$ cat config.mk
export PLATFORM = sky130hd
export DESIGN_NAME = uart_doze_ctrl
export DESIGN_NICKNAME = d
export VERILOG_FILES = /design/src/rtl/uart_doze_pkg.sv /design/src/rtl/udz_rx_sync.sv /design/src/rtl/udz_rst_seq.sv /design/src/rtl/udz_wake_eval.sv /design/src/rtl/udz_fsm.sv /design/src/rtl/uart_doze_ctrl.sv
export SDC_FILE = /design/constraint.sdc
export NUM_CORES = 1
export LEC_CHECK = 0
export ABC_AREA = 1
export BUFFER_PORTS_ARGS = -buffer_cell sky130_fd_sc_hd__buf_2
export CELL_PAD_IN_SITES_DETAIL_PLACEMENT = 0
export CELL_PAD_IN_SITES_GLOBAL_PLACEMENT = 1
export CORE_AREA = 2 2 39 41
export CTS_BUF_LIST = sky130_fd_sc_hd__clkbuf_2
export DETAILED_ROUTE_END_ITERATION = 8
export DIE_AREA = 0 0 41 43
export GPL_TIMING_DRIVEN = 0
export PLACE_DENSITY = 0.77
export SLEW_MARGIN = 0
export SYNTH_ARGS = -nofsm -noshare
export SYNTH_HDL_FRONTEND = slang
export SYNTH_SLANG_ARGS = --single-unit
$ cat constraint.sdc
create_clock -name clk -period 1.1 [get_ports clk]
set_input_delay 0.11 -clock clk [delete_from_list [all_inputs] [get_ports clk]]
set_output_delay 0.11 -clock clk [all_outputs]
set_load 0.02 [all_outputs]
$ cat src/rtl/uart_doze_pkg.sv
package uart_doze_pkg;

  typedef enum logic {
    ST_AWAKE  = 1'b0,
    ST_ASLEEP = 1'b1
  } doze_state_e;

endpackage

$ cat src/rtl/udz_rx_sync.sv
module udz_rx_sync #(
  parameter int   STAGES  = 2,
  parameter logic RST_VAL = 1'b1
) (
  input  logic clk,
  input  logic rst_n,
  input  logic din,
  output logic dout
);

  generate
    if (STAGES == 1) begin : g_single
      logic q;
      always_ff @(posedge clk or negedge rst_n) begin
        if (!rst_n) q <= RST_VAL;
        else        q <= din;
      end
      assign dout = q;
    end else begin : g_chain
      logic [STAGES-1:0] q;
      always_ff @(posedge clk or negedge rst_n) begin
        if (!rst_n) q <= {STAGES{RST_VAL}};
        else        q <= {q[STAGES-2:0], din};
      end
      assign dout = q[STAGES-1];
    end
  endgenerate

endmodule

$ cat src/rtl/udz_rst_seq.sv
module udz_rst_seq #(
  parameter int RST_CYCLES = 4
) (
  input  logic clk,
  input  logic rst_n,
  input  logic sw_rst_wr,
  output logic busy
);

  localparam int CW = $clog2(RST_CYCLES + 1);

  logic [CW-1:0] cnt;

  // Strobe only loads when idle; a strobe during a running reset is dropped.
  always_ff @(posedge clk or negedge rst_n) begin
    if (!rst_n) begin
      cnt <= '0;
    end else if (cnt == '0) begin
      if (sw_rst_wr) cnt <= CW'(RST_CYCLES);
    end else begin
      cnt <= cnt - CW'(1);
    end
  end

  assign busy = (cnt != '0);

endmodule

$ cat src/rtl/udz_wake_eval.sv
module udz_wake_eval (
  input  logic clk,
  input  logic rst_n,
  input  logic asleep,
  input  logic edge_mode,
  input  logic rx_s,
  input  logic doze_req,
  input  logic chan_idle,
  input  logic host_wr,
  input  logic irq_pend,
  input  logic rst_hold,
  output logic may_enter,
  output logic must_wake
);

  // Reference follows the line while awake, so it freezes at the entry value.
  logic rx_ref;
  logic rx_wake;

  always_ff @(posedge clk or negedge rst_n) begin
    if (!rst_n)       rx_ref <= 1'b1;
    else if (!asleep) rx_ref <= rx_s;
  end

  always_comb begin
    if (edge_mode) rx_wake = (rx_s != rx_ref);
    else           rx_wake = ~rx_s;
  end

  assign may_enter = doze_req & chan_idle & ~host_wr & ~irq_pend & ~rst_hold
                   & (edge_mode | rx_s);

  assign must_wake = rst_hold | host_wr | irq_pend | ~doze_req | rx_wake;

endmodule

$ cat src/rtl/udz_fsm.sv
module udz_fsm
  import uart_doze_pkg::*;
(
  input  logic clk,
  input  logic rst_n,
  input  logic may_enter,
  input  logic must_wake,
  output logic asleep,
  output logic wake_evt
);

  doze_state_e state;

  always_ff @(posedge clk or negedge rst_n) begin
    if (!rst_n) begin
      state    <= ST_AWAKE;
      wake_evt <= 1'b0;
    end else begin
      wake_evt <= 1'b0;
      case (state)
        ST_AWAKE: begin
          if (may_enter) state <= ST_ASLEEP;
        end
        ST_ASLEEP: begin
          if (must_wake) begin
            state    <= ST_AWAKE;
            wake_evt <= 1'b1;
          end
        end
        default: state <= ST_AWAKE;
      endcase
    end
  end

  assign asleep = (state == ST_ASLEEP);

endmodule

$ cat src/rtl/uart_doze_ctrl.sv
module uart_doze_ctrl #(
  parameter int SYNC_STAGES = 2,
  parameter int RST_CYCLES  = 4
) (
  input  logic clk,
  input  logic rst_n,
  input  logic doze_req,
  input  logic chan_idle,
  input  logic host_wr,
  input  logic irq_pend,
  input  logic rx_pin,
  input  logic edge_mode,
  input  logic sw_rst_wr,
  output logic doze,
  output logic wake_evt,
  output logic sw_rst_bit,
  output logic chan_rst
);

  logic rx_s;
  logic rst_busy;
  logic rst_hold;
  logic may_enter;
  logic must_wake;
  logic asleep;

  udz_rx_sync #(
    .STAGES  (SYNC_STAGES),
    .RST_VAL (1'b1)
  ) u_sync (
    .clk   (clk),
    .rst_n (rst_n),
    .din   (rx_pin),
    .dout  (rx_s)
  );

  udz_rst_seq #(
    .RST_CYCLES (RST_CYCLES)
  ) u_rst (
    .clk       (clk),
    .rst_n     (rst_n),
    .sw_rst_wr (sw_rst_wr),
    .busy      (rst_busy)
  );

  // The strobe edge already counts as reset for the doze decision.
  assign rst_hold = rst_busy | sw_rst_wr;

  udz_wake_eval u_eval (
    .clk       (clk),
    .rst_n     (rst_n),
    .asleep    (asleep),
    .edge_mode (edge_mode),
    .rx_s      (rx_s),
    .doze_req  (doze_req),
    .chan_idle (chan_idle),
    .host_wr   (host_wr),
    .irq_pend  (irq_pend),
    .rst_hold  (rst_hold),
    .may_enter (may_enter),
    .must_wake (must_wake)
  );

  udz_fsm u_fsm (
    .clk       (clk),
    .rst_n     (rst_n),
    .may_enter (may_enter),
    .must_wake (must_wake),
    .asleep    (asleep),
    .wake_evt  (wake_evt)
  );

  assign doze       = asleep;
  assign sw_rst_bit = rst_busy;
  assign chan_rst   = rst_busy;

endmodule

==> flow_summary.yaml <==
status:
  outcome: "finished, violations left"
  violations: "setup timing"
clocking:
  insertion_delay_ns: 0.23
  cts_tree: "built"
  numClockSinks: 8
  cts_root_buf: "clkbuf_2"
  clock_path_buffers: 2
  cts_buffers: 3
  htree_levels: 1
  path_clk_slew_ns: 0.08
final_layout:
  fillers: 162
  area_growth_pct: 41.3
  fin_nets: 71
  antennaDiodeCount: 0
  drive_above_1_share: 0.443
  fin_cells: 77
grt:
  grt_max_degree: 9
  grt_pass1_vias: 253
  grt_pass1_wl_um: 924
  grt.total_usage: 0.0793
  overflow: 0
  antenna_found_initial: 0
detailed_routing:
  vias_per_cell: 3.78
  drtPass1Iterations: 4
  post_drt_wl_per_cell_um: 7.88
  drt-initial-drc-count: 3
  wl_um: 607
  via_count: 291
  route.detailed.drc: 0
  ant_nets: 0
power:
  ir_worst_vdd_v: 0.000985
  power_density_nw_per_um2: 2270
  p_leak_nw: 0.281
min_path:
  min_delay_worst_endpoint: "u_rst.cnt[2]"
  min_path_cells: 3
  hp-class: "in2reg"
  worstHoldStart: "sw_rst_wr"
timing:
  rsz0062_at_grt: "true"
  timing.final.crit_share: 1.08
  max_slew.worst_pin.slew_ns: 0.170
  worst_slack_ns: -0.0827
  hold_slack_ns: 0.193
  finalSetupViolCount: 4
  slew_headroom: 0.887
  hold_viol: 0
  tns_ns: -0.158
  clock.fmax_mhz: 846
  finClkSkew_ns: 0.00715
  post-route-min-period_ns: 1.18
  slew_viol_final: 0
synth:
  ys_types: 13
  synthAdderAreaFrac: 0
  synth.largest_area_cell: "dfrtp_1"
  muxShareOfSynthArea: 0
  synth_top_family_by_area: "simple AND/OR/NAND/NOR gates"
  syn-num-nets: 50
  yosys.area_share.simple: 0.248
  postSynthCellCount: 41
  synth-seq-cells: 8
  synth_xor_area_frac: 0
  synth_area_leaders: "dfrtp_1 (35%), dfstp_2 (22%), nand2_1 (15%), inv_1 (8.4%), a21oi_1 (4.2%)"
  yosysSeqAreaShare: 0.570
  yosys.area.top_type_share: 0.350
  yosysWarnings: 0
  synth_compound_area_frac: 0.0769
  syn_area_per_cell_um2: 8.73
  syn_area_um2: 358
floorplanning:
  die_x_um: 41
  floorplan.die.height_um: 43
  pin_count: 13
  num_rows: 14
  start_util: 0.259
  die-area_um2: 1760
  core_area_um2: 1380
setup_path:
  crit_arrival_ns: 1.07
  reg2reg_slack_ns: -0.03
  crit_path_end_kind: "output pin"
  r2r_cells: 8
  required_ns: 0.99
  r2r-end: "u_fsm.asleep"
  crit_type: "reg2out"
  critPathMaxFanout: 3
  reg2reg_from: "u_rst.cnt[0]"
  cp-start-kind: "flip-flop"
place:
  hpwl_um: 457
  numPlacedInstances: 69
  routabilityCongestion: 0.654
  io_buffer_count: 12
run:
  cap_viol_max_count: 0
-- through the flow --
stage               power, mW   util  instance area (um^2)  setup WS (ns)
floorplan               0.733      -                   358         0.0629
global placement        0.835  0.316                   438         0.0532
detailed placement      0.844  0.316                   438         0.0426
CTS                      1.11  0.355                   492         -0.102
global route             1.25  0.365                   505         -0.159
finish                   1.15  0.365                   505        -0.0827
-- where the power goes --
group          leakage [nW]  switching [mW]  internal [mW]
registers            0.0954          0.0767          0.385
logic                 0.169           0.253          0.241
clock network        0.0166          0.0935         0.0967
-- timing repair --
item,4_1_cts,5_1_grt
resized for setup,3,2
hold buffers,2,0
gates cloned,0,0
pin swaps,2,2
endpoints found under the setup margin,2,4
buffers inserted,1,1
hold endpoints to repair,9,0
-- Yosys cell counts --
library cell	count
dfstp_2	3
nor2_4	1
nor2_2	1
inv_1	8
buf_4	1
nand3_1	1
nand3_2	1
o21a_1	1
a21oi_1	3
dfrtp_1	5
nor2_1	1
o21ai_0	1
nand2_1	14
-- critical path: stages (launching register included) --
cell and delay, ns:
dfrtp_1 0.42, nor2_4 0.13, nand2_2 0.06, buf_6 0.11, buf_6 0.12
-- area by class of cell --
cell class	count	area, um^2	share of cell area
Inverter	8	30.0	0.0594
Tap cell	16	20.0	0.0396
Clock buffer	4	20.0	0.0396
Buffer	1	11.3	0.0223
Sequential cell	8	204	0.403
Timing Repair Buffer	16	101	0.200
Multi-Input combinational cell	24	119	0.235
-- sequential cells by signal (all words and copies together), names as in the netlist --
signal            cells
u_eval.rx_ref         1
u_rst.cnt             3
u_sync.g_chain.q      2
u_fsm.asleep          1
u_fsm.wake_evt        1
-- how the worst max path moves through the flow --
stage | startpoint | to | slack (ns) | cells after the start
2_1_floorplan | u_rst.cnt[0] | sw_rst_bit | 0.06 | 3
3_3_place_gp | u_rst.cnt[0] | u_fsm.wake_evt | 0.05 | 6
3_5_place_dp | u_eval.rx_ref | u_fsm.asleep | 0.04 | 9
4_1_cts | u_rst.cnt[1] | sw_rst_bit | -0.10 | 4
5_1_grt | u_rst.cnt[0] | sw_rst_bit | -0.16 | 4
6_report | u_rst.cnt[0] | sw_rst_bit | -0.08 | 4
-- cells by family (layout without fill, tap and decap cells) --
group                  after synthesis  count (layout)
AOI/OAI and AO/OA                    5               5
buffers and inverters                9              29
and+or+nand+nor                     19              19
DFF                                  8               8
-- cell usage in the layout, fill, tap and decap left out --
cell	instances
nand2_1	13
buf_2	11
inv_1	7
dfrtp_1	5
clkbuf_2	4
a21oi_1	3
dfstp_2	3
buf_6	2
dlygate4sd3_1	2
buf_4	2
nor2_4	1
inv_2	1
nand2_2	1
nor2_1	1
nand3_2	1
nor2_2	1
nand3_1	1
o21a_1	1
o21ai_0	1
-- metal layers --
layer	wire length (um)	global-route usage	share of wire	up-vias
met5	0	0	0	-
met3	42	0.0157	0.069	0
met1	288	0.104	0.47	123
met4	0	0.0600	0	0
met2	277	0.109	0.46	7
li1	-	-	-	161
Note: power is estimated with default switching activity, not from simulation.
